**src/rtl/cdiv_pkg.sv**
```systemverilog
package cdiv_pkg;
  // default width of the ratio and offset fields
  localparam int unsigned CDIV_FW_DEF = 3;

  // what the phase counter does at the next edge
  typedef enum logic [1:0] {
    ACT_HOLD,
    ACT_STEP,
    ACT_WRAP,
    ACT_LOAD
  } cnt_act_e;
endpackage

```
**src/rtl/cdiv_shadow.sv**
```systemverilog
module cdiv_shadow #(
  parameter int unsigned FW = 3
) (
  input  logic          clk,
  input  logic          rst,
  input  logic          apply,
  input  logic [FW-1:0] cfg_ratio,
  input  logic [FW-1:0] cfg_phase,
  output logic [FW-1:0] act_ratio,
  output logic [FW-1:0] act_phase
);
  // both fields move together so the pair is always consistent
  always_ff @(posedge clk) begin
    if (rst) begin
      act_ratio <= '0;
      act_phase <= '0;
    end else if (apply) begin
      act_ratio <= cfg_ratio;
      act_phase <= cfg_phase;
    end
  end
endmodule

```
**src/rtl/cdiv_plan.sv**
```systemverilog
module cdiv_plan #(
  parameter int unsigned FW = 3,
  localparam int unsigned NW = FW + 1
) (
  input  logic          apply,
  input  logic [FW-1:0] cfg_ratio,
  input  logic [FW-1:0] cfg_phase,
  input  logic [FW-1:0] act_ratio,
  input  logic [FW-1:0] act_phase,
  output logic [NW-1:0] last,
  output logic [NW-1:0] reload,
  output logic [NW-1:0] hi_len
);
  logic [FW-1:0] sel_ratio;
  logic [FW-1:0] sel_phase;
  logic [NW-1:0] div_n;
  logic [NW-1:0] ph_mod;

  always_comb begin
    // the edge that applies new fields already runs on them
    sel_ratio = apply ? cfg_ratio : act_ratio;
    sel_phase = apply ? cfg_phase : act_phase;
    div_n     = {1'b0, sel_ratio} + NW'(1);
    last      = {1'b0, sel_ratio};
    ph_mod    = {1'b0, sel_phase} % div_n;
    // count value that reaches zero after ph_mod more edges
    reload    = (ph_mod == '0) ? '0 : (div_n - ph_mod);
    hi_len    = (div_n == NW'(1)) ? NW'(1) : (div_n >> 1);
  end
endmodule

```
**src/rtl/cdiv_count.sv**
```systemverilog
module cdiv_count #(
  parameter int unsigned FW = 3,
  localparam int unsigned NW = FW + 1
) (
  input  logic          clk,
  input  logic          rst,
  input  logic          sync_in,
  input  logic [NW-1:0] last,
  input  logic [NW-1:0] reload,
  output logic [NW-1:0] cnt_d
);
  import cdiv_pkg::*;

  logic [NW-1:0] cnt_q;
  cnt_act_e      act;

  always_comb begin
    if (sync_in)          act = ACT_LOAD;
    else if (cnt_q >= last) act = ACT_WRAP;
    else                  act = ACT_STEP;
    case (act)
      ACT_LOAD: cnt_d = reload;
      ACT_WRAP: cnt_d = '0;
      ACT_STEP: cnt_d = cnt_q + NW'(1);
      default:  cnt_d = cnt_q;
    endcase
  end

  always_ff @(posedge clk) begin
    if (rst) cnt_q <= '0;
    else     cnt_q <= cnt_d;
  end
endmodule

```
**src/rtl/cdiv_outreg.sv**
```systemverilog
module cdiv_outreg #(
  parameter int unsigned FW = 3,
  localparam int unsigned NW = FW + 1
) (
  input  logic          clk,
  input  logic          rst,
  input  logic [NW-1:0] cnt_d,
  input  logic [NW-1:0] hi_len,
  output logic          div_en,
  output logic          div_clk
);
  // outputs decode the next count so they line up with it
  always_ff @(posedge clk) begin
    if (rst) begin
      div_en  <= 1'b0;
      div_clk <= 1'b0;
    end else begin
      div_en  <= (cnt_d == '0);
      div_clk <= (cnt_d < hi_len);
    end
  end
endmodule

```
**src/rtl/clk_ratio_div.sv**
```systemverilog
module clk_ratio_div #(
  parameter int unsigned FIELD_W = cdiv_pkg::CDIV_FW_DEF,
  localparam int unsigned NW = FIELD_W + 1
) (
  input  logic               clk,
  input  logic               rst,
  input  logic [FIELD_W-1:0] cfg_ratio,
  input  logic [FIELD_W-1:0] cfg_phase,
  input  logic               apply,
  input  logic               sync_in,
  output logic               div_en,
  output logic               div_clk
);
  logic [FIELD_W-1:0] act_ratio;
  logic [FIELD_W-1:0] act_phase;
  logic [NW-1:0]      last;
  logic [NW-1:0]      reload;
  logic [NW-1:0]      hi_len;
  logic [NW-1:0]      cnt_d;

  cdiv_shadow #(.FW(FIELD_W)) u_shadow (
    .clk(clk), .rst(rst), .apply(apply),
    .cfg_ratio(cfg_ratio), .cfg_phase(cfg_phase),
    .act_ratio(act_ratio), .act_phase(act_phase)
  );

  cdiv_plan #(.FW(FIELD_W)) u_plan (
    .apply(apply), .cfg_ratio(cfg_ratio), .cfg_phase(cfg_phase),
    .act_ratio(act_ratio), .act_phase(act_phase),
    .last(last), .reload(reload), .hi_len(hi_len)
  );

  cdiv_count #(.FW(FIELD_W)) u_count (
    .clk(clk), .rst(rst), .sync_in(sync_in),
    .last(last), .reload(reload), .cnt_d(cnt_d)
  );

  cdiv_outreg #(.FW(FIELD_W)) u_out (
    .clk(clk), .rst(rst), .cnt_d(cnt_d), .hi_len(hi_len),
    .div_en(div_en), .div_clk(div_clk)
  );
endmodule

```
**config.mk**
```make
export PLATFORM = sky130hd
export DESIGN_NAME = clk_ratio_div
export DESIGN_NICKNAME = d
export VERILOG_FILES = /design/src/rtl/cdiv_pkg.sv /design/src/rtl/cdiv_shadow.sv /design/src/rtl/cdiv_plan.sv /design/src/rtl/cdiv_count.sv /design/src/rtl/cdiv_outreg.sv /design/src/rtl/clk_ratio_div.sv
export SDC_FILE = /design/constraint.sdc
export NUM_CORES = 1
export LEC_CHECK = 0
export CAP_MARGIN = 20
export CORE_MARGIN = 4
export CORE_UTILIZATION = 45
export CTS_CLUSTER_SIZE = 16
export DETAILED_ROUTE_END_ITERATION = 10
export PLACE_DENSITY = 0.67
export SETUP_SLACK_MARGIN = 0.5
export SYNTH_ARGS = -nofsm -noshare
export SYNTH_HDL_FRONTEND = slang
export SYNTH_SLANG_ARGS = --single-unit
```
**constraint.sdc**
```tcl
create_clock -name clk -period 8.5 [get_ports clk]
set_clock_uncertainty 0.15 [all_clocks]
set_input_delay 1.7 -clock clk [delete_from_list [all_inputs] [get_ports clk]]
set_output_delay 1.7 -clock clk [all_outputs]
set_load 0.05 [all_outputs]
```
==> flow_summary.json <==
{
  "outcome": "completed",
  "root_buffer": "clkbuf_4",
  "cts_max_level": 1,
  "viasPerCell": 5.76,
  "antenna_found_initial": 0,
  "die_x_um": 63.6,
  "fin_tns_setup_ns": 0,
  "critPathCaptureType": "flop",
  "routedWlPerCell_um": 14.8,
  "grt_util_all_layers": 0.176,
  "synth.largest_area_cell": "ha_1",
  "fin_area_mm2": 0.00183,
  "critPathTopFamily": "compound AO/OA/AOI/OAI gates",
  "synthArstFlopShare": 0,
  "syn-num-nets": 198,
  "synth_flop_cell": "dfxtp_1",
  "worst_slew_pin_slew_ns": 0.923,
  "cpMostUsedCell": "ha_1",
  "synth_area_leaders": "ha_1, dfxtp_1, mux2i_1",
  "fin_crit_sh": 0.891,
  "rsz0062_at_grt": "false",
  "maxCapViolations": 0,
  "ir_drop_mv": 0.179,
  "antenna-diode-count": 0,
  "crit_path_start_kind": "input pin",
  "antenna_left": 0,
  "synth_top_cell_area_share": 0.207,
  "slowest_stage": "clkdlybuf4s50_1",
  "area_growth_syn_to_layout_pct": 31.5,
  "power.leakage_nw": 0.863,
  "cts_buffers": 3,
  "pin_count": 12,
  "start_util": 0.488,
  "final_nets": 230,
  "hold_path_class": "reg -> reg",
  "clk_path_buf_depth": 2,
  "numPortBuffers": 11,
  "dieHeight_um": 63.6,
  "dp_hpwl_um": 2750,
  "ys_seq_area_frac": 0.173,
  "grt-ovfl-total": 0,
  "cts.sinks": 12,
  "synth_most_common_cell": "ha_1",
  "synth.distinct_cells": 48,
  "critical_path_class": "in -> reg",
  "slowest_delay_ns": 0.48,
  "numPlacedInstances": 221,
  "pwr_density_cell_mw_per_mm2": 280,
  "worstPathRequired_ns": 8.57,
  "syn_inst": 163,
  "grt_pass1_vias": 1297,
  "final_cells": 225,
  "relSlewSlack": 0.383,
  "clock_latency_ns": 0.27,
  "synth_edf_count": 0,
  "clk_pin_slew_worst_paths_ns": 0.09,
  "yosys_warnings": 0,
  "finalHoldViolCount": 0,
  "drive_gt1_frac": 0.242,
  "crit_fanout": 6,
  "total_power_w": 0.000513,
  "fin_crit_ns": 7.57,
  "core-area_mm2": 0.00285,
  "drt-initial-drc-count": 54,
  "grt_max_degree": 12,
  "grt_pass1_wl_um": 5780,
  "num_rows": 19,
  "synthTopCellsByCount": "ha_1, nor2_1, nand2_1",
  "drc": 0,
  "ys_ff_latch": 12,
  "cts_tree": "done",
  "avgSynthCellArea_um2": 8.54,
  "post_dp_cell_area_mm2": 0.00168,
  "drt-total-wl_um": 3330,
  "max_freq_mhz": 132,
  "drt_pass1_iterations": 4,
  "setup_viol_count_final": 0,
  "die-area_mm2": 0.00405,
  "gp_congestion": 0.877,
  "drv_slew": 0,
  "crit_buf_inv": 5,
  "syn_area_mm2": 0.00139,
  "vias": 1297,
  "critPathArrivalTime_ns": 7.64
}
cell families (layout without fill, tap and decap cells):
family	Yosys count	in the layout	synth area share
flops	12	12	0.173
compound gates	40	40	0.205
xor+xnor	12	12	0.0809
buf+inv	15	46	0.0458
mux	9	9	0.0746
fa+ha+maj	25	25	0.235
simple gates	50	50	0.186
final timing paths:
check	depth (start not counted)	to	slack, ns	start
hold / removal	2	u_shadow.act_phase[2]	0.39	u_shadow.act_phase[2]
hold reg to reg	2	u_shadow.act_phase[2]	0.39	u_shadow.act_phase[2]
setup / recovery	31	u_out.div_en	0.93	cfg_ratio[1]
setup reg to reg	30	u_out.div_en	2.41	u_shadow.act_ratio[0]
registers in the layout, summed over array words and instances, names as in the netlist:
| register | cells |
|---|---|
| u_out.div_en | 1 |
| u_count.cnt_q | 4 |
| u_shadow.act_ratio | 3 |
| u_shadow.act_phase | 3 |
| u_out.div_clk | 1 |
routing by layer:
layer	wire (um)	global-route usage	up-vias
met3	147	0.0213	4
met1	1560	0.227	609
met5	0	0	-
met2	1590	0.300	27
met4	33	0.0566	0
li1	-	-	657
through the flow:
stage               utilization  hold WS, ns  worst slack (ns)
floorplan                     -        0.331             0.583
global placement          0.589        0.361             0.136
detailed placement        0.589        0.371           -0.0455
CTS                       0.605        0.391             0.543
global route              0.642        0.417             0.520
finish                    0.642        0.388             0.929
where the power goes:
group	total (W)	switching [W]	internal, W
logic	0.000392	0.000207	0.000185
clock network	0.0000464	0.0000203	0.0000260
registers	0.0000747	0.00000668	0.0000680
total	0.000513	0.000234	0.000279
final cells by class:
class                      instances  area [um2]
clock buffer                       4        36.3
fill                             243        1020
inverter                          13        48.8
multi-input combinational        136        1220
sequential                        12         240
tap                               31        38.8
timing repair buffer              29         246
worst register-to-register path: cells and delay by family (launching register included):
family | cells | cell delay (ns)
adder cells (fa/ha/maj) | 5 | 1.37
AND/OR/NAND/NOR | 5 | 0.81
XOR/XNOR | 1 | 0.12
multiplexers | 2 | 0.44
AO/OA/AOI/OAI | 13 | 2.37
flip-flops | 1 | 0.42
buffers and inverters | 4 | 0.42
placed cells by master, fill, tap and decap left out, types with 2 or more instances in the layout:
cell             count
nand3_1              2
a21o_1               3
a2111oi_4            2
nor2_1              13
nand4b_1             2
ha_1                20
nor3_1               4
mux2i_1              6
o221ai_1             2
ha_4                 2
o21ai_0              3
o21ai_1              2
xnor2_1              4
o21ai_2              2
buf_4               18
clkdlybuf4s50_1      9
o21a_1               5
dfxtp_1             12
xor2_1               6
inv_2                2
a21oi_1              5
clkbuf_4             3
nand2_1             13
inv_1               10
and4_1               2
mux2i_4              2
nand4_1              3
a21oi_2              3
nand2b_1             3
repair_timing:
item                                    in CTS  in global routing
endpoints found under the setup margin       3                  3
pin swaps                                    0                  5
resized for setup                            4                 20
setup buffers                                0                  0
hold buffers                                 0                  0
(Power assumes the default switching activity.)
